### src/rtl/mesh_rt_pkg.sv
package mesh_rt_pkg;

  localparam int NUM_PORTS = 5;

  // Port slot numbering; the bench and the brief rely on these values.
  typedef enum logic [2:0] {
    SLOT_LOCAL = 3'd0,
    SLOT_NORTH = 3'd1,
    SLOT_SOUTH = 3'd2,
    SLOT_EAST  = 3'd3,
    SLOT_WEST  = 3'd4
  } slot_e;

  typedef enum logic [1:0] {
    FK_OPEN   = 2'b00,
    FK_MIDDLE = 2'b01,
    FK_CLOSE  = 2'b10,
    FK_WHOLE  = 2'b11
  } flit_kind_e;

  function automatic logic kind_opens(input logic [1:0] kind);
    return (kind == FK_OPEN) || (kind == FK_WHOLE);
  endfunction

  function automatic logic kind_closes(input logic [1:0] kind);
    return (kind == FK_CLOSE) || (kind == FK_WHOLE);
  endfunction

endpackage

### src/rtl/flit_buffer.sv
module flit_buffer #(
  parameter int W     = 14,
  parameter int DEPTH = 2
) (
  input  logic         clk,
  input  logic         rst_n,
  input  logic         push,
  input  logic [W-1:0] din,
  input  logic         pop,
  output logic [W-1:0] dout,
  output logic         valid,
  output logic         full
);

  localparam int AW = (DEPTH > 1) ? $clog2(DEPTH) : 1;
  localparam int CW = $clog2(DEPTH + 1);

  logic [W-1:0]  mem [DEPTH];
  logic [AW-1:0] wr_q, rd_q;
  logic [CW-1:0] cnt_q;
  logic          do_push, do_pop;

  function automatic logic [AW-1:0] bump(input logic [AW-1:0] p);
    return (p == AW'(DEPTH - 1)) ? '0 : p + 1'b1;
  endfunction

  assign full    = (cnt_q == CW'(DEPTH));
  assign valid   = (cnt_q != '0);
  assign do_push = push && !full;
  assign do_pop  = pop && valid;
  assign dout    = mem[rd_q];

  always_ff @(posedge clk) begin
    if (do_push) mem[wr_q] <= din;
  end

  always_ff @(posedge clk or negedge rst_n) begin
    if (!rst_n) begin
      wr_q  <= '0;
      rd_q  <= '0;
      cnt_q <= '0;
    end else begin
      if (do_push) wr_q <= bump(wr_q);
      if (do_pop)  rd_q <= bump(rd_q);
      case ({do_push, do_pop})
        2'b10:   cnt_q <= cnt_q + 1'b1;
        2'b01:   cnt_q <= cnt_q - 1'b1;
        default: cnt_q <= cnt_q;
      endcase
    end
  end

endmodule

### src/rtl/xy_route_sel.sv
module xy_route_sel
  import mesh_rt_pkg::*;
#(
  parameter int XW     = 2,
  parameter int YW     = 2,
  parameter int NODE_X = 1,
  parameter int NODE_Y = 1
) (
  input  logic [XW-1:0]        dest_x,
  input  logic [YW-1:0]        dest_y,
  output logic [NUM_PORTS-1:0] dir
);

  // X is resolved completely before Y is looked at.
  always_comb begin
    dir = '0;
    if (dest_x > XW'(NODE_X))      dir[SLOT_EAST]  = 1'b1;
    else if (dest_x < XW'(NODE_X)) dir[SLOT_WEST]  = 1'b1;
    else if (dest_y > YW'(NODE_Y)) dir[SLOT_NORTH] = 1'b1;
    else if (dest_y < YW'(NODE_Y)) dir[SLOT_SOUTH] = 1'b1;
    else                           dir[SLOT_LOCAL] = 1'b1;
  end

endmodule

### src/rtl/rr_arbiter.sv
module rr_arbiter #(
  parameter int N = 5
) (
  input  logic         clk,
  input  logic         rst_n,
  input  logic [N-1:0] req,
  input  logic         take,
  output logic [N-1:0] grant
);

  localparam int PW = (N > 1) ? $clog2(N) : 1;

  logic [PW-1:0] last_q;
  logic [PW-1:0] win;
  logic          found;

  // Search starts one past the last winner and wraps.
  always_comb begin
    grant = '0;
    win   = last_q;
    found = 1'b0;
    for (int k = 1; k <= N; k++) begin
      if (!found && req[(int'(last_q) + k) % N]) begin
        found = 1'b1;
        grant[(int'(last_q) + k) % N] = 1'b1;
        win = PW'((int'(last_q) + k) % N);
      end
    end
  end

  always_ff @(posedge clk or negedge rst_n) begin
    if (!rst_n)    last_q <= PW'(N - 1);
    else if (take) last_q <= win;
  end

endmodule

### src/rtl/mesh_xy_router.sv
module mesh_xy_router
  import mesh_rt_pkg::*;
#(
  parameter int MESH_X    = 4,
  parameter int MESH_Y    = 4,
  parameter int NODE_X    = 1,
  parameter int NODE_Y    = 1,
  parameter int PAYLOAD_W = 8,
  parameter int BUF_DEPTH = 2,
  localparam int XW = (MESH_X > 1) ? $clog2(MESH_X) : 1,
  localparam int YW = (MESH_Y > 1) ? $clog2(MESH_Y) : 1,
  localparam int FW = 2 + YW + XW + PAYLOAD_W,
  localparam int NP = NUM_PORTS
) (
  input  logic             clk,
  input  logic             rst_n,
  input  logic [NP-1:0]    in_valid,
  input  logic [NP*FW-1:0] in_flit,
  output logic [NP-1:0]    in_ready,
  output logic [NP-1:0]    out_valid,
  output logic [NP*FW-1:0] out_flit,
  input  logic [NP-1:0]    out_ready
);

  localparam int IW = $clog2(NP);

  logic [FW-1:0] head      [NP];
  logic [NP-1:0] head_v, buf_full, pop, opens, req_in, connected;
  logic [NP-1:0] route_oh  [NP];
  logic          busy_q    [NP];
  logic [IW-1:0] owner_q   [NP];
  logic [NP-1:0] arb_req   [NP];
  logic [NP-1:0] grant     [NP];
  logic [IW-1:0] gidx      [NP];
  logic [FW-1:0] sel_flit  [NP];
  logic [NP-1:0] sel_v, take, xfer, last_out;

  // ---------------- input side ----------------
  for (genvar i = 0; i < NP; i++) begin : g_in
    flit_buffer #(.W(FW), .DEPTH(BUF_DEPTH)) u_buf (
      .clk   (clk),
      .rst_n (rst_n),
      .push  (in_valid[i]),
      .din   (in_flit[i*FW +: FW]),
      .pop   (pop[i]),
      .dout  (head[i]),
      .valid (head_v[i]),
      .full  (buf_full[i])
    );

    xy_route_sel #(.XW(XW), .YW(YW), .NODE_X(NODE_X), .NODE_Y(NODE_Y)) u_route (
      .dest_x (head[i][PAYLOAD_W +: XW]),
      .dest_y (head[i][PAYLOAD_W + XW +: YW]),
      .dir    (route_oh[i])
    );

    assign in_ready[i] = ~buf_full[i];
    assign opens[i]    = kind_opens(head[i][FW-1 -: 2]);
    assign req_in[i]   = head_v[i] & opens[i] & ~connected[i];
  end

  // Which input is bound to an output, and whether its head leaves now.
  always_comb begin
    connected = '0;
    pop       = '0;
    for (int o = 0; o < NP; o++) begin
      if (busy_q[o]) begin
        for (int i = 0; i < NP; i++) begin
          if (owner_q[o] == IW'(i)) begin
            connected[i] = 1'b1;
            pop[i]       = xfer[o];
          end
        end
      end
    end
  end

  // ---------------- output side ----------------
  for (genvar o = 0; o < NP; o++) begin : g_out
    always_comb begin
      for (int i = 0; i < NP; i++) arb_req[o][i] = req_in[i] & route_oh[i][o];
    end

    assign take[o] = ~busy_q[o] & (|arb_req[o]);

    rr_arbiter #(.N(NP)) u_arb (
      .clk   (clk),
      .rst_n (rst_n),
      .req   (arb_req[o]),
      .take  (take[o]),
      .grant (grant[o])
    );

    always_comb begin
      gidx[o] = '0;
      for (int i = 0; i < NP; i++) begin
        if (grant[o][i]) gidx[o] = IW'(i);
      end
    end

    always_comb begin
      sel_flit[o] = '0;
      sel_v[o]    = 1'b0;
      for (int i = 0; i < NP; i++) begin
        if (owner_q[o] == IW'(i)) begin
          sel_flit[o] = head[i];
          sel_v[o]    = head_v[i];
        end
      end
    end

    assign out_valid[o]            = busy_q[o] & sel_v[o];
    assign out_flit[o*FW +: FW]    = sel_flit[o];
    assign xfer[o]                 = out_valid[o] & out_ready[o];
    assign last_out[o]             = kind_closes(sel_flit[o][FW-1 -: 2]);

    // Bind on grant, release after the closing flit is taken.
    always_ff @(posedge clk or negedge rst_n) begin
      if (!rst_n) begin
        busy_q[o]  <= 1'b0;
        owner_q[o] <= '0;
      end else if (take[o]) begin
        busy_q[o]  <= 1'b1;
        owner_q[o] <= gidx[o];
      end else if (xfer[o] && last_out[o]) begin
        busy_q[o]  <= 1'b0;
      end
    end
  end

endmodule

### config.mk
export PLATFORM = sky130hd
export DESIGN_NAME = mesh_xy_router
export DESIGN_NICKNAME = d
export VERILOG_FILES = /design/src/rtl/mesh_rt_pkg.sv /design/src/rtl/flit_buffer.sv /design/src/rtl/xy_route_sel.sv /design/src/rtl/rr_arbiter.sv /design/src/rtl/mesh_xy_router.sv
export SDC_FILE = /design/constraint.sdc
export NUM_CORES = 1
export LEC_CHECK = 0
export ABC_AREA = 1
export BUFFER_PORTS_ARGS = -buffer_cell sky130_fd_sc_hd__buf_2
export CAP_MARGIN = 10
export CORE_UTILIZATION = 50
export DETAILED_ROUTE_END_ITERATION = 10
export GPL_TIMING_DRIVEN = 0
export PLACE_DENSITY = 0.67
export SLEW_MARGIN = 30
export SYNTH_ARGS = -nofsm -noshare
export SYNTH_HDL_FRONTEND = slang
export SYNTH_HIERARCHICAL = 1
export SYNTH_SLANG_ARGS = --single-unit
### constraint.sdc
create_clock -name clk -period 4.76 [get_ports clk]
set_input_delay 1.428 -clock clk [delete_from_list [all_inputs] [get_ports clk]]
set_output_delay 1.428 -clock clk [all_outputs]
set_load 0.01 [all_outputs]
# Word-level counts from Yosys, hierarchy flattened
# Memory sizes are Yosys's and may differ from the RTL's.
# Index checks and enable logic that the tools add are counted.
[totals] ram_bits=140 ff_bits=55 in_bits=82 elab_cells=855 mem_count=5
[classes] n_addsub=45 order_cmp=70 bitwise=85 div_mod_pow=25 n_mux=410 eq_ne=50 n_reduce_logical=135
[memory_table] memory="g_in[0].u_buf.mem" depth=2 word_bits=14 read_ports=1 rd_ports_with_merged_regs=0 write_ports=1 line="flit_buffer.sv:18" source="logic [W-1:0] mem [DEPTH];"
[memory_table] memory="g_in[1].u_buf.mem" depth=2 word_bits=14 read_ports=1 rd_ports_with_merged_regs=0 write_ports=1 line="flit_buffer.sv:18"
[memory_table] memory="g_in[2].u_buf.mem" depth=2 word_bits=14 read_ports=1 rd_ports_with_merged_regs=0 write_ports=1 line="flit_buffer.sv:18"
[memory_table] memory="g_in[3].u_buf.mem" depth=2 word_bits=14 read_ports=1 rd_ports_with_merged_regs=0 write_ports=1 line="flit_buffer.sv:18"
[memory_table] memory="g_in[4].u_buf.mem" depth=2 word_bits=14 read_ports=1 rd_ports_with_merged_regs=0 write_ports=1 line="flit_buffer.sv:18"
[ops] operator="$ge 32x1->1 const B" count=25
[ops] operator="$lt 32x5->1 const B" count=25
[ops] operator="$mod 32x4->32 const B" count=25
[ops] operator="$mux 14" count=25
[ops] operator="$mux 1" count=245
[ops] operator="$mux 5" count=35
[ops] operator="$mux 3" count=49
[ops] operator="$or 5x5->5" count=20
[ops] operator="$bmux 1 s3" count=25
[ops] operator="$demux 1 s3" count=25
[ops] operator="$logic_and 1x1->1" count=60
[ops] operator="$and 1x1->1" count=50
[ops] operator="$eq 2x2->1 const B" count=25
[ops] operator="$add 3x2->4 const B" count=10
[ops] operator="$add 3x3->4 const B" count=10
[ops] operator="$eq 3x2->1 const B" count=10
[ops] operator="$reduce_bool 2->1" count=15
[ops] operator="$logic_not 1->1" count=25
[ops] operator="$reduce_bool 5->1" count=5
[ops] operator="$reduce_or 5->1" count=5
[ops] operator="$add 3x1->4 const B" count=5
[ops] operator="$gt 2x1->1 const B" count=10
[ops] operator="$lt 2x1->1 const B" count=10
[ops] operator="$pmux 2 s2" count=5
[ops] operator="other kinds (12)" count=76

# Logic depth before layout (Yosys ltp)
[depth] word_depth=34 mapped_depth=35 depth_no_buf=34

# Cells and area by module
# The synthesis kept the hierarchy.
[by_module_without_submodules] mod="rr_arbiter at g_out[0].u_arb ..." area_per_inst_um2=2602.5 cells_per_inst=465 seq_area_each_um2=76.3 n_inst=4
[by_module_without_submodules] mod="mesh_xy_router" area_per_inst_um2=4350.4 cells_per_inst=833 seq_area_each_um2=500.5 n_inst=1
[by_module_without_submodules] mod="flit_buffer at g_in[0].u_buf ..." area_per_inst_um2=1258.7 cells_per_inst=105 seq_area_each_um2=940.9 n_inst=3
[by_module_without_submodules] mod="flit_buffer at g_in[3].u_buf ..." area_per_inst_um2=1265.0 cells_per_inst=105 seq_area_each_um2=940.9 n_inst=2
[by_module_without_submodules] mod="rr_arbiter at g_out[3].u_arb" area_per_inst_um2=2493.6 cells_per_inst=465 seq_area_each_um2=76.3 n_inst=1
[by_module_without_submodules] mod="xy_route_sel at g_in[0].u_route ..." area_per_inst_um2=46.3 cells_per_inst=11 seq_area_each_um2=0.0 n_inst=4
[by_module_without_submodules] mod="xy_route_sel at g_in[4].u_route" area_per_inst_um2=45.0 cells_per_inst=12 seq_area_each_um2=0.0 n_inst=1

# Least setup slack after synthesis
# Ideal clock, no wire load.
[synth_path] path_type="register to register" from="register g_out[3].u_arb.last_q[1]" to="register owner_q[3] in the netlist's numbering" path_buffers=1 synth_period_minus_slack_ns=3.995 path_slack_ns=0.765 arrival_ns=3.878 stages_incl_launch_ff=31 path_cell_list="dfrtp_1 > inv_1 > ha_1 > buf_2 > inv_1 > ha_1 > inv_1 > nand3_1 > nand2_2 > nand2_2 > xor2_2 > ha_1 > inv_1 > nor2_1 > inv_1 > nand3_2 > nand3_2 > o21ai_2 > nor2_2 > nand2_1 > nand2_1 > nor2_4 > nor2_4 > nand2_2 > inv_2 > a211oi_1 > nand2_1 > a21oi_1 > nor2_1 > nand3_1 > nand2_1"
[synth_rtl] item="start: declaration" line="rr_arbiter.sv:13" source="logic [PW-1:0] last_q;"
[synth_rtl] item="start signal: assignment" line="rr_arbiter.sv:32" source="if (!rst_n) last_q <= PW'(N - 1);"
[synth_rtl] item="start signal: assignment" line="rr_arbiter.sv:33" source="else if (take) last_q <= win;"
[synth_rtl] item="end signal: indexed assignment" line="mesh_xy_router.sv:124" source="owner_q[o] <= gidx[o];"
[synth_rtl] item="end: declaration" line="mesh_xy_router.sv:31" source="logic [IW-1:0] owner_q [NP];"

==> results.md <==
- In this run the remaining antenna-violating nets after routing total 0.
- Before CTS, the worst setup slack after placement is -0.131 ns.
- The critical path is of the register to register type.
- Each instance of the synthesized netlist takes up on average 6.38 µm².
- The achievable clock frequency is 0.224 GHz.
- The run finished with clean final reports.
- The maximum clock path buffer count is 2.
- The post-synth net total is around 4000.
- STA classifies the critical path endpoint as a register.
- In this run the count of I/O pins placed on the die edge is between 150 and 200.
- Headroom to the max-slew limit came out at between 40% and 50%.
- For this design, the sink count on the clock tree is 195.
- The site row count is between 70 and 80.
- The count of hold buffers inserted by post-cts repair is 0.
- The number of cells produced by synthesis is 3694.
- STA puts the critical path data arrival time at ~4.8 ns.
- The number of synthesis warnings is 6.
- The number of buffers added by the clock tree synthesis step is 17.
- The number of endpoints with negative hold slack in the final report is 0.
- Of the cells placed in the final design, the portion with a size suffix greater than 1 is between 10% and 20%.
- The time the final worst path needs with I/O delays and setup is between 4 and 5 ns.
- The delay of the slowest cell on the worst path is 0.71 ns.
- In this run the vertical extent of the chip is 219 µm.
- CTS placed an instance of sky130_fd_sc_hd__clkbuf_16 at the clock tree root.
- For this run, the total global-route usage over all layers was measured as approximately 30%.
- The number of global-route vias before repair is about 22000.
- Entering global routing, the biggest net connects 42 pins.
- The first global-routing pass estimated 115 mm of wire.
- At the worst endpoint, the required time is 5.14 ns.
- The clock reaches the later pin of the worst-skew pair after roughly 0.45 ns.
- The floorplan step set the die width to between 200 and 250 µm.
- The number of nets in the finished design is about 4200.
- The summed instance area of the synthesized netlist is around 24000 µm².
- The global placer's final weighted congestion is 0.969.
- For this run, the detailed router's first-pass iteration total came to 7.
- The most numerous cell on the critical path is sky130_fd_sc_hd__nand2_1.
- The smallest setup slack after layout is approximately 0.3 ns.
- The leading cell type in the layout, fill and taps excluded is sky130_fd_sc_hd__nand2_1.
- The average vias per placed instance is about 5.4.
- The DRC violation count after routing is 0.
- The initial utilization of the core area, before any placement, comes to between 50% and 60%.
- The initial antenna violation count is 5.
- The total die area is 48000 µm².
- Port buffering added ~160 buffers.
- The clock transition time at the flip-flop clock pins of the worst setup and hold paths is about 0.080 ns.
- At the pin with the least slew margin, the transition time is 0.769 ns.
- Dividing the final minimum period by the clock period gives between 90% and 100%.
- The half-perimeter wire length after placement is 58.0 mm.
- Leaving out fill and tap cells, the most frequent cells in the layout are sky130_fd_sc_hd__nand2_1 (1211), sky130_fd_sc_hd__inv_1 (458), sky130_fd_sc_hd__nand3_1 (394).
- The DRC violation total after the first TritonRoute iteration is approximately 2200.
- The routed design has 73.2 mm of wire.
- Cells fill between 50% and 60% of the core in the end.
- The worst hold-check path type is register to register.
- After detailed routing, the average wire length per cell comes to ~16 µm.
- Global routing finished with a remaining overflow of 0.
- TritonCTS built the clock tree.
- The number of pins with negative max-slew slack in the final report was 0.
- The tool flagged a number of max-cap violations equal to 0.
- The nature of the critical path startpoint is a register.
- The worst-path cell with the longest stage delay is sky130_fd_sc_hd__dfstp_4.
- For the final routed database, the setup TNS stands at 0 ns.
- Fill cells in the final layout number ~4700.
- In this run the worst path has a maximum fanout of 11.
- Compared with the post-synthesis result, the final layout area differs by 12.1%.
- The total vias in the final route is about 25000.
- The H-tree generated during clock tree synthesis spans 4 levels.
- Setup violations remaining at the end of the flow were counted as 0.
- The placeable core area is 46600 µm².
- Between clock sinks in the finished design, the worst skew comes to roughly 0.013 ns.
## cell type report
class	instances	area (µm²)	share of cell area, %
Inverter	558	2160	8.17
Sequential cell	195	5600	21.2
Multi-Input combinational cell	2864	15700	59.5
Clock buffer	17	425	1.61
Timing Repair Buffer	208	1180	4.47
Antenna cell	3	7.51	0.0284
Clock inverter	15	128	0.483
Tap cell	607	759	2.87
Buffer	77	453	1.71
## final timing paths
| path | start | end | slack [ns] | cells past startpoint |
|---|---|---|---|---|
| min in group asynchronous | rst_n | g_out[1].u_arb/last_q[0] | 0.84 | 1 |
| hold reg to reg | g_in[4].u_buf/wr_q | g_in[4].u_buf/wr_q | 0.48 | 2 |
| max in group asynchronous | rst_n | g_out[2].u_arb/last_q[2] | 3.34 | 2 |
| setup / recovery | g_out[3].u_arb/last_q[2] | owner_q[3] | 0.30 | 29 |
| setup reg to reg | g_out[3].u_arb/last_q[2] | owner_q[3] | 0.30 | 29 |
| hold / removal | g_in[4].u_buf/wr_q | g_in[4].u_buf/wr_q | 0.48 | 2 |
## critical path, delay by kind of cell, from the launching register on
family                     cells  cell delay, ns
AOI/OAI and AO/OA              4            0.75
xor gates and xnor gates       1            0.22
and+or+nand+nor               16            1.58
adders and majority gates      2            0.56
buffers and inverters          6            0.58
DFF                            1            0.71
## per-layer routing
metal | GRT usage, % | vias to the layer above | routed length [µm]
met1 | 41.2 | 11223 | 32500
met2 | 47.4 | 869 | 32600
li1 | - | 12506 | -
met5 | 0 | - | 47
met4 | 10.3 | 8 | 2250
met3 | 5.03 | 157 | 5750
## stage by stage
stage	hold slack, ns	cell area [µm²]	cells
final	0.480	26400	4544
after global routing	0.510	26400	4541
after CTS	0.485	25700	4495
after detailed placement	0.467	25200	4463
after global placement	0.458	25100	4462
after floorplan	0.442	23600	3694
## repair_timing
item | CTS | global route
pin swaps | 0 | 9
resized for setup | 5 | 74
cloned | 0 | 0
endpoints found under the setup margin | 5 | 23
buffers inserted | 0 | 46
hold endpoints to repair | 0 | 0
## flip-flops by register name (all words and copies together) (netlist names)
register	flops
g_in.u_buf/mem	140
g_out.u_arb/last_q	15
owner_q	15
g_in.u_buf/cnt_q	10
busy_q	5
g_in.u_buf/rd_q	5
g_in.u_buf/wr_q	5
Power is not shown: default switching activity piles up to over one toggle a cycle in this logic, so the estimate is an artifact.
